### src/rtl/dbg_rap_pkg.sv
package dbg_rap_pkg;
  parameter int DATA_W  = 32;
  parameter int ADDR_W  = 7;
  parameter int CHAIN_W = 5;
  parameter int IR_W    = 4;
  localparam int DR_W   = DATA_W + ADDR_W + 1;

  localparam logic [IR_W-1:0]    IR_ACCESS    = 4'hC;
  localparam logic [IR_W-1:0]    IR_CHAIN_SEL = 4'h2;
  localparam logic [CHAIN_W-1:0] ACCESS_CHAIN = '0;
  localparam logic [CHAIN_W-1:0] CHAIN_RST    = '1;

  // packed MSB first: wr is frame bit DR_W-1, data is the LSBs
  typedef struct packed {
    logic              wr;
    logic [ADDR_W-1:0] addr;
    logic [DATA_W-1:0] data;
  } acc_frame_t;
endpackage

### src/rtl/dbg_rap_ir_decode.sv
module dbg_rap_ir_decode
  import dbg_rap_pkg::*;
(
  input  logic [IR_W-1:0] ir_i,
  output logic            sel_access_o,
  output logic            sel_chain_o
);
  assign sel_access_o = (ir_i == IR_ACCESS);
  assign sel_chain_o  = (ir_i == IR_CHAIN_SEL);
endmodule

### src/rtl/dbg_rap_chain_dr.sv
module dbg_rap_chain_dr
  import dbg_rap_pkg::*;
#(
  parameter int                 W       = CHAIN_W,
  parameter logic [CHAIN_W-1:0] RST_VAL = CHAIN_RST
) (
  input  logic         clk_i,
  input  logic         rst_ni,
  input  logic         sel_i,
  input  logic         capture_i,
  input  logic         shift_i,
  input  logic         update_i,
  input  logic         tdi_i,
  output logic         tdo_o,
  output logic [W-1:0] chain_o
);
  logic [W-1:0] sr_q, chain_q;

  always_ff @(posedge clk_i or negedge rst_ni) begin
    if (!rst_ni) begin
      sr_q    <= '0;
      chain_q <= W'(RST_VAL);
    end else if (sel_i) begin
      if (capture_i)     sr_q <= chain_q;
      else if (shift_i)  sr_q <= {tdi_i, sr_q[W-1:1]};
      if (update_i)      chain_q <= sr_q;
    end
  end

  assign tdo_o   = sr_q[0];
  assign chain_o = chain_q;

  p_chain_hold_r8: assert property (@(posedge clk_i) disable iff (!rst_ni)
    !(sel_i && update_i) |=> $stable(chain_o));
  p_chain_capture_r8: assert property (@(posedge clk_i) disable iff (!rst_ni)
    (sel_i && capture_i) |=> sr_q == $past(chain_o));
endmodule

### src/rtl/dbg_rap_access_dr.sv
module dbg_rap_access_dr
  import dbg_rap_pkg::*;
(
  input  logic              clk_i,
  input  logic              rst_ni,
  input  logic              sel_i,
  input  logic              chain_ok_i,
  input  logic              capture_i,
  input  logic              shift_i,
  input  logic              update_i,
  input  logic              tdi_i,
  input  logic [DATA_W-1:0] hold_i,
  output logic              tdo_o,
  output logic              post_o,
  output acc_frame_t        frame_o
);
  logic [DR_W-1:0] sr_q;

  always_ff @(posedge clk_i or negedge rst_ni) begin
    if (!rst_ni)                 sr_q <= '0;
    else if (sel_i && capture_i) sr_q <= {{(DR_W-DATA_W){1'b0}}, hold_i};
    else if (sel_i && shift_i)   sr_q <= {tdi_i, sr_q[DR_W-1:1]};
  end

  assign tdo_o   = sr_q[0];
  assign frame_o = acc_frame_t'(sr_q);
  assign post_o  = sel_i && update_i && chain_ok_i;

  p_shift_lsb_first_r2: assert property (@(posedge clk_i) disable iff (!rst_ni)
    (sel_i && shift_i && !capture_i) |=>
      (sr_q[DR_W-2:0] == $past(sr_q[DR_W-1:1])) && (sr_q[DR_W-1] == $past(tdi_i)));
  p_capture_fields_r5: assert property (@(posedge clk_i) disable iff (!rst_ni)
    (sel_i && capture_i) |=>
      (frame_o.wr == 1'b0) && (frame_o.addr == '0) && (frame_o.data == $past(hold_i)));
endmodule

### src/rtl/dbg_rap_bank_if.sv
module dbg_rap_bank_if
  import dbg_rap_pkg::*;
(
  input  logic              clk_i,
  input  logic              rst_ni,
  input  logic              post_i,
  input  acc_frame_t        frame_i,
  input  logic [DATA_W-1:0] rdata_i,
  output logic [ADDR_W-1:0] addr_o,
  output logic [DATA_W-1:0] wdata_o,
  output logic              we_o,
  output logic              re_o,
  output logic [DATA_W-1:0] hold_o
);
  logic [ADDR_W-1:0] addr_q;
  logic [DATA_W-1:0] wdata_q, hold_q;
  logic              we_q, re_q;

  always_ff @(posedge clk_i or negedge rst_ni) begin
    if (!rst_ni) begin
      addr_q  <= '0;
      wdata_q <= '0;
      we_q    <= 1'b0;
      re_q    <= 1'b0;
      hold_q  <= '0;
    end else begin
      we_q <= post_i && frame_i.wr;
      re_q <= post_i && !frame_i.wr;
      if (post_i) addr_q <= frame_i.addr;
      if (post_i && frame_i.wr) wdata_q <= frame_i.data;
      // read result latched straight after the strobe, ready for next capture
      if (re_q) hold_q <= rdata_i;
    end
  end

  assign addr_o  = addr_q;
  assign wdata_o = wdata_q;
  assign we_o    = we_q;
  assign re_o    = re_q;
  assign hold_o  = hold_q;

  p_strobe_excl_r11: assert property (@(posedge clk_i) disable iff (!rst_ni)
    !(we_o && re_o));
  p_hold_load_r4: assert property (@(posedge clk_i) disable iff (!rst_ni)
    re_o |=> hold_o == $past(rdata_i));
  p_hold_keep_r4: assert property (@(posedge clk_i) disable iff (!rst_ni)
    !re_o |=> $stable(hold_o));
  p_write_fields_r3: assert property (@(posedge clk_i) disable iff (!rst_ni)
    (post_i && frame_i.wr) |=> we_o && (addr_o == $past(frame_i.addr)) && (wdata_o == $past(frame_i.data)));
endmodule

### src/rtl/dbg_reg_access_port.sv
module dbg_reg_access_port
  import dbg_rap_pkg::*;
(
  input  logic              clk_i,
  input  logic              rst_ni,
  input  logic [IR_W-1:0]   ir_i,
  input  logic              capture_dr_i,
  input  logic              shift_dr_i,
  input  logic              update_dr_i,
  input  logic              tdi_i,
  output logic              tdo_o,
  output logic [ADDR_W-1:0] bank_addr_o,
  output logic [DATA_W-1:0] bank_wdata_o,
  output logic              bank_we_o,
  output logic              bank_re_o,
  input  logic [DATA_W-1:0] bank_rdata_i
);
  logic               sel_access, sel_chain;
  logic               chain_tdo, acc_tdo, post;
  logic [CHAIN_W-1:0] chain;
  logic [DATA_W-1:0]  hold;
  acc_frame_t         frame;

  dbg_rap_ir_decode u_dec (
    .ir_i         (ir_i),
    .sel_access_o (sel_access),
    .sel_chain_o  (sel_chain)
  );

  dbg_rap_chain_dr #(.W(CHAIN_W), .RST_VAL(CHAIN_RST)) u_chain (
    .clk_i     (clk_i),
    .rst_ni    (rst_ni),
    .sel_i     (sel_chain),
    .capture_i (capture_dr_i),
    .shift_i   (shift_dr_i),
    .update_i  (update_dr_i),
    .tdi_i     (tdi_i),
    .tdo_o     (chain_tdo),
    .chain_o   (chain)
  );

  dbg_rap_access_dr u_acc (
    .clk_i      (clk_i),
    .rst_ni     (rst_ni),
    .sel_i      (sel_access),
    .chain_ok_i (chain == ACCESS_CHAIN),
    .capture_i  (capture_dr_i),
    .shift_i    (shift_dr_i),
    .update_i   (update_dr_i),
    .tdi_i      (tdi_i),
    .hold_i     (hold),
    .tdo_o      (acc_tdo),
    .post_o     (post),
    .frame_o    (frame)
  );

  dbg_rap_bank_if u_bank (
    .clk_i   (clk_i),
    .rst_ni  (rst_ni),
    .post_i  (post),
    .frame_i (frame),
    .rdata_i (bank_rdata_i),
    .addr_o  (bank_addr_o),
    .wdata_o (bank_wdata_o),
    .we_o    (bank_we_o),
    .re_o    (bank_re_o),
    .hold_o  (hold)
  );

  always_comb begin
    if (sel_access)     tdo_o = acc_tdo;
    else if (sel_chain) tdo_o = chain_tdo;
    else                tdo_o = 1'b0;
  end

  p_gated_access_r7_r9: assert property (@(posedge clk_i) disable iff (!rst_ni)
    (bank_we_o || bank_re_o) |-> $past(sel_access && update_dr_i && (chain == ACCESS_CHAIN)));
endmodule

### config.mk
export PLATFORM = sky130hd
export DESIGN_NAME = dbg_reg_access_port
export DESIGN_NICKNAME = d
export VERILOG_FILES = /design/src/rtl/dbg_rap_pkg.sv /design/src/rtl/dbg_rap_ir_decode.sv /design/src/rtl/dbg_rap_chain_dr.sv /design/src/rtl/dbg_rap_access_dr.sv /design/src/rtl/dbg_rap_bank_if.sv /design/src/rtl/dbg_reg_access_port.sv
export SDC_FILE = /design/constraint.sdc
export NUM_CORES = 1
export LEC_CHECK = 0
export BUFFER_PORTS_ARGS = -buffer_cell sky130_fd_sc_hd__buf_2
export CAP_MARGIN = 25
export CORE_MARGIN = 2
export CORE_UTILIZATION = 61
export CTS_BUF_LIST = sky130_fd_sc_hd__clkbuf_16
export DETAILED_ROUTE_END_ITERATION = 6
export GPL_ROUTABILITY_DRIVEN = 0
export PLACE_DENSITY = 0.84
export SLEW_MARGIN = 20
export SYNTH_ARGS = -nofsm -noshare
export SYNTH_HDL_FRONTEND = slang
export SYNTH_SLANG_ARGS = --single-unit
### constraint.sdc
create_clock -name clk_i -period 3.7 [get_ports clk_i]
set_clock_uncertainty 0.05 [all_clocks]
set_input_delay 0.185 -clock clk_i [delete_from_list [all_inputs] [get_ports clk_i]]
set_output_delay 0.185 -clock clk_i [all_outputs]
set_load 0.05 [all_outputs]
==> results of run 1 <==
-- final timing paths --
kind                                          from            endpoint  slack, ps  depth (start not counted)
worst min register to register   u_bank.hold_o[22]   u_bank.hold_o[22]        440                          1
min in group asynchronous                   rst_ni    u_bank.hold_o[9]        340                          2
worst max-delay path            u_chain.chain_o[3]  u_bank.wdata_o[22]       1410                          3
max in group asynchronous                   rst_ni  u_chain.chain_o[3]       2430                          3
worst min-delay path               bank_rdata_i[0]    u_bank.hold_o[0]         10                          2
worst max register to register  u_chain.chain_o[3]  u_bank.wdata_o[22]       1410                          3
-- repair_timing --
| item | CTS | global route |
|---|---|---|
| hold buffers | 31 | 0 |
| endpoints found under the hold margin | 90 | 0 |
| gates resized for setup | 0 | 0 |
-- layer usage --
metal | routed length, microns | vias to the layer above
met5 | 0 | -
met2 | 6560 | 136
met1 | 5220 | 2011
met4 | 315 | 0
li1 | - | 1822
met3 | 610 | 29
-- power groups by stage --
stage / Sequential, mW / Combinational (mW) / Clock [mW]
3_5_place_dp: 1.70 / 0.527 / 0
5_1_grt: 1.71 / 0.609 / 1.71
3_3_place_gp: 1.68 / 0.500 / 0
2_1_floorplan: 1.75 / 0.310 / 0
4_1_cts: 1.68 / 0.560 / 1.64
6_report: 1.69 / 0.561 / 1.64
-- through the flow --
step                      hold WS (ps)  setup slack [ps]  utilization [%]  cell area [sq um]  total power [mW]
after floorplan                   -161              1980                -               5680              2.06
after global placement             253              1530             66.9               6120              2.18
after detailed placement           263              1460             67.2               6150              2.22
after CTS                       0.0113              1430             76.9               7040              3.88
after global routing              2.54              1320             76.9               7040              4.03
final                             9.55              1410             76.9               7040              3.89
-- sequential cells by signal, summed over array words and instances, names as in the netlist --
name and flops:
u_bank.hold_o 32, u_chain.chain_o 5, u_bank.wdata_o 32, u_bank.re_o 1, u_bank.we_o 1, u_chain.sr_q 5, u_acc.frame_o 40, u_bank.addr_o 7
-- layout make-up --
cell class / count / area (sq um) / area share [%]
sequential: 123 / 3080 / 43.8
multi-input combinational: 292 / 2430 / 34.5
timing repair buffer: 120 / 806 / 11.4
clock buffer: 17 / 425 / 6.04
clock inverter: 15 / 158 / 2.24
tap: 111 / 139 / 1.97
-- cells by family (layout without fill, tap and decap cells) --
group | after synthesis | count (layout) | share of synthesized area (%)
buf+inv | 35 | 152 | 3.04
flops | 123 | 123 | 54.3
mux | 113 | 113 | 23.6
compound gates | 26 | 26 | 2.42
simple gates | 153 | 153 | 16.7
-- cells in the mapped netlist (2+ instances only) --
library cell | number | share of area [%]
sky130_fd_sc_hd__nand2b_1 | 32 | 3.5
sky130_fd_sc_hd__buf_2 | 3 | 0.26
sky130_fd_sc_hd__clkbuf_1 | 21 | 1.4
sky130_fd_sc_hd__nor4b_1 | 33 | 5.1
sky130_fd_sc_hd__mux2_4 | 30 | 7.9
sky130_fd_sc_hd__buf_6 | 3 | 0.59
sky130_fd_sc_hd__o21ai_0 | 14 | 1.2
sky130_fd_sc_hd__a21oi_1 | 6 | 0.53
sky130_fd_sc_hd__nor2b_1 | 2 | 0.22
sky130_fd_sc_hd__nand2_1 | 3 | 0.20
sky130_fd_sc_hd__nor3_1 | 32 | 2.8
sky130_fd_sc_hd__buf_1 | 4 | 0.26
sky130_fd_sc_hd__a31oi_1 | 6 | 0.66
sky130_fd_sc_hd__mux2i_1 | 37 | 6.5
sky130_fd_sc_hd__nand3_1 | 7 | 0.62
sky130_fd_sc_hd__nor2_1 | 35 | 2.3
sky130_fd_sc_hd__dfrtp_1 | 118 | 52
sky130_fd_sc_hd__dfstp_2 | 5 | 2.3
sky130_fd_sc_hd__mux2_2 | 46 | 9.1
sky130_fd_sc_hd__nand4b_1 | 2 | 0.31
sky130_fd_sc_hd__buf_4 | 4 | 0.53
==> run summary, run 1 <==
run status - completed
post-synthesis instance area - 0.00568 sq mm
Area growth syn-to-layout - 23.9%
global routing usage on met2 - 44.7%
MaxCap Viol Count - 0
Hold Violations, Final - 0
maximum number of pins on one net before global-route repair - 64
net load switching power - 1.03 mW
part of the power in registers - 43.4%
switching part of the total - 26.6%
area of the die - 0.0101 sq mm
asr flop ratio synth - 100%
RSZ-0062 raised after global routing - false
First DRT Iteration DRCs - 224
Initial Utilization - 62.1%
die width - 101 microns
Synth Area per Inst - 12.6 sq um
Non-Filler Instances - 678
antenna viol nets, final - 0
CP endpoint kind - register
share of the yosys chip area belonging to registers - 54.3%
most used routing layer in global routing - met2
total clock sinks - 123
first-pass GRT wire length - 20.5 mm
routed length per instance - 18.7 microns
Leakage - 3.40 nW
count of buffers added by post-CTS timing repair for setup - 0
dominant delay contributor by cell family on the critical path - simple AND/OR/NAND/NOR gates
IO Pins - 84
drt via density - 5.90
max-slew violation count - 0
DIE HEIGHT - 101 microns
CP arrival - 2520 ps
leading cell type in the layout, fill and taps excluded - sky130_fd_sc_hd__dfrtp_1
Antenna Diode Count - 0
number of buffer cells added on primary ports - 83
share of post-route cells with drive strength above 1 - 35.8%
CP Data Required Time - 3930 ps
Worst Path Max Fanout - 32
Max H-tree Level - 4
residual overflow from global routing - 0
Placement Rows - 35
number of buffers and inverters on the critical path - 0
global-route total usage across every layer - 26.7%
antenna violations before repair - 0
DPL Wire Length - 7.26 mm
post-synth cell types - 28
synth warn - 0
normalized max-slew margin - 41.7%
Reg clk slew, reported paths - 50 ps
Setup-failing EPs final - 0
commonest non-fill, non-tap cells in the layout - 118 x sky130_fd_sc_hd__dfrtp_1, 82 x sky130_fd_sc_hd__buf_2, 46 x sky130_fd_sc_hd__mux2_2
startpoint-to-endpoint class of the critical path - reg2reg
flip-flop and latch count after synthesis - 123
clock insertion delay at the later pin of the skew report - 410 ps
number of DRC violations after detailed routing - 0
slew at the pin closest to its max-slew limit - 873 ps
Largest stage delay, worst path - 730 ps
Synth Net Count - 492
total negative setup slack - 0 ps
critical path startpoint category - register
Max clock buf depth - 2
DRT Pass-1 Iters - 4
Internal Power - 2.85 mW
count of flip-flops with a built-in enable after synthesis - 0
final period demand of the worst path - 2290 ps
final cycle utilization of the critical path - 61.8%
class of the worst hold path - in2reg
Crit-path slowest cell - sky130_fd_sc_hd__nand4_4
layout filler cell count - 540
cell-by-cell trace of the critical path - nor4_4 > nand4_4 > mux2_4
cell at the root of the clock tree - sky130_fd_sc_hd__clkbuf_16
count of placed standard cells including taps - 615
final routed wirelength across all metal layers - 12.7 mm
TritonCTS clock tree - built
final net count - 596
via count of the first global-routing pass - 4074
area of the core - 0.00915 sq mm
Cell Pwr Density - 552 mW/mm^2
cells after synthesis - 450
prevailing post-synth register cell - sky130_fd_sc_hd__dfrtp_1
TritonCTS Buffers - 17
vias after detailed routing - 3998
worst ir drop on vdd - 0.374 mV
Global Route met1 Usage - 34.5%
part of the total power dissipated in combinational logic - 14.4%
top achievable clock speed - 437 MHz
clock network power share - 42.2%
met3 track utilization from global routing - 5.69%
No activity file was read; power rests on OpenSTA's default activity.
==> inputs of run 2 (changes only) <==
Settings changed: CORE_UTILIZATION 61 to 51, PLACE_DENSITY 0.84 to 0.75.
Clock period 3.7 ns to 2.1 ns, I/O delays scaled along.
==> run summary, run 2 (synthesis gave the netlist of run 1 again) <==
area of the core - 0.0108 sq mm (+18%)
area of the die - 0.0120 sq mm (+19%)
flip-flop and latch area - 0.00308 sq mm (unchanged)
TritonCTS clock tree - built
clock insertion delay at the later pin of the skew report - 410 ps (about the same)
class of the worst hold path - in2reg
net load switching power - 1.75 mW (+69%)
uppermost signal routing layer after detailed routing - met4
Setup-failing EPs final - 0 (unchanged)
RSZ-0062 raised after global routing - false
DRT Pass-1 Iters - 6 (+2)
Initial Utilization - 52.4% (-9.7 points)
vias after detailed routing - 3963 (-0.88%)
Hold Violations, Final - 0 (unchanged)
TritonCTS Buffers - 17 (unchanged)
utilization after layout - 66.1% (-11 points)
number of buffer cells added on primary ports - 83 (unchanged)
pre-CTS setup slack - 435 ps (-1030 ps)
number of DRC violations after detailed routing - 0 (unchanged)
total negative setup slack - 0 ps (unchanged)
Max H-tree Level - 4 (unchanged)
total clock sinks - 123 (unchanged)
part of the power in registers - 42.9% (-0.5 points)
final period demand of the worst path - 1670 ps (-612 ps)
DIE HEIGHT - 110 microns (+9.0%)
die width - 110 microns (+9.0%)
worst ir drop on vdd - 0.433 mV (+16%)
Max clock buf depth - 2 (unchanged)
drt via density - 5.53 (-6.1%)
cell at the root of the clock tree - sky130_fd_sc_hd__clkbuf_16
met3 layer wire length in the routed design - 623 microns (+2.1%)
antenna violations before repair - 0 (unchanged)
layout filler cell count - 795 (+47%)
commonest non-fill, non-tap cells in the layout - 118 x sky130_fd_sc_hd__dfrtp_1, 82 x sky130_fd_sc_hd__buf_2, 46 x sky130_fd_sc_hd__mux2_2
Largest stage delay, worst path - 390 ps (-340 ps)
number of resized instances in the post-cts repair step - 0 (unchanged)
switching part of the total - 25.4% (-1.2 points)
leading cell type in the layout, fill and taps excluded - sky130_fd_sc_hd__dfrtp_1
area of the multi-input gates - 0.00243 sq mm (unchanged)
First DRT Iteration DRCs - 262 (+17%)
CP arrival - 1920 ps (-600 ps)
clock network power share - 42.8% (+0.6 points)
global-route total usage across every layer - 21.8% (-4.9 points)
via count of the first global-routing pass - 3896 (-4.4%)
IO Pins - 84 (unchanged)
cell-by-cell trace of the critical path - nor4_4 > nand4_4 > buf_4 > mux2_4
CP endpoint kind - register
met1 routed wirelength after detailed routing - 5.58 mm (+6.8%)
first-pass GRT wire length - 19.7 mm (-3.8%)
Leakage - 3.47 nW (+2.1%)
DR WL met2 - 6.00 mm (-8.5%)
Crit-path slowest cell - sky130_fd_sc_hd__dfstp_2
antenna viol nets, final - 0 (unchanged)
MaxCap Viol Count - 0 (unchanged)
routed length per instance - 17.3 microns (-7.7%)
final net count - 605 (+1.5%)
Worst Path Max Fanout - 16 (-50%)
share of post-route cells with drive strength above 1 - 35.8% (-0.039 points)
Reg clk slew, reported paths - 50 ps (about the same)
Area growth syn-to-layout - 26.1%
residual overflow from global routing - 0 (unchanged)
final cycle utilization of the critical path - 79.7% (+18 points)
CP Data Required Time - 2340 ps (-1590 ps)
maximum number of pins on one net before global-route repair - 79 (+23%)
critical path startpoint category - register
slew at the pin closest to its max-slew limit - 871 ps (-1.25 ps)
PnR Total Power - 6.89 mW (+77%)
top achievable clock speed - 597 MHz (+37%)
normalized max-slew margin - 41.9% (+0.20 points)
part of the total power dissipated in combinational logic - 14.3% (about the same)
max-slew violation count - 0 (unchanged)
Internal Power - 5.14 mW (+80%)
final routed wirelength across all metal layers - 12.4 mm (-2.5%)
Antenna Diode Count - 0 (unchanged)
worst hold slack after final layout - 174 ps (+165 ps)
flip-flop count of the largest register, all copies and words added - 40 (unchanged)
run status - completed
DPL Wire Length - 7.37 mm (+1.5%)
Cell Pwr Density - 961 mW/mm^2 (+74%)
startpoint-to-endpoint class of the critical path - reg2reg
post-route worst setup slack - 426 ps (-988 ps)
Placement Rows - 38 (+8.6%)
-- run 2: cell count changes in the layout (fill, tap and decap cells not counted) --
cell	change
sky130_fd_sc_hd__buf_12	+2
sky130_fd_sc_hd__clkinvlp_4	-4
sky130_fd_sc_hd__clkinv_2	+1
sky130_fd_sc_hd__clkinv_4	-1
sky130_fd_sc_hd__buf_4	+5
sky130_fd_sc_hd__dlygate4sd3_1	+3
sky130_fd_sc_hd__buf_16	-1
sky130_fd_sc_hd__bufinv_16	+1
sky130_fd_sc_hd__inv_1	+3
-- run 2: final cells by class --
type / count / share of cell area (%)
Sequential cell: 123 / 43.0
Clock inverter: 15 / 2.30
Tap cell: 140 / 2.44
Clock buffer: 17 / 5.94
Multi-Input combinational cell: 292 / 33.9
Timing Repair Buffer: 129 / 12.4
-- run 2: final timing paths --
kind,startpoint,slack [ps],cells past startpoint,end
setup / recovery,u_chain.chain_o[3],430,4,u_bank.wdata_o[15]
hold / removal,update_dr_i,170,3,u_chain.chain_o[4]
setup reg to reg,u_chain.chain_o[3],430,4,u_bank.wdata_o[15]
hold reg to reg,u_bank.hold_o[19],440,1,u_bank.hold_o[19]
max in group asynchronous,rst_ni,1450,3,u_chain.chain_o[2]
min in group asynchronous,rst_ni,180,3,u_bank.addr_o[1]
-- run 2: critical path: cells and delay by family (launching register included) --
kind,cells,cell delay [ps]
simple gates,2,530
buf+inv,1,260
mux,1,330
flops,1,390
-- run 2: power groups by stage --
stage	Combinational, mW	Clock [mW]	Sequential, mW
after floorplan	0.545	0	3.08
after global placement	0.898	0	2.97
after detailed placement	0.933	0	2.99
after CTS	0.990	2.98	2.96
after global routing	1.07	3.09	3.00
final	0.983	2.95	2.96
-- run 2: metal layers --
metal / GRT usage [%] / vias to the layer above
met5: 0 / -
met1: 29.1 / 1981
met2: 33.6 / 122
met4: 8.95 / 0
met3: 6.52 / 20
li1: - / 1840
-- run 2: what timing repair did --
item / in CTS / in global routing
endpoints found under the hold margin: 156 / 0
setup buffers: 0 / 0
hold buffers: 34 / 0
-- run 2: stage by stage --
step	cells	instance area (sq um)
after floorplan	450	5680
after global placement	650	6230
after detailed placement	650	6230
after CTS	716	7170
after global routing	716	7170
final	716	7170
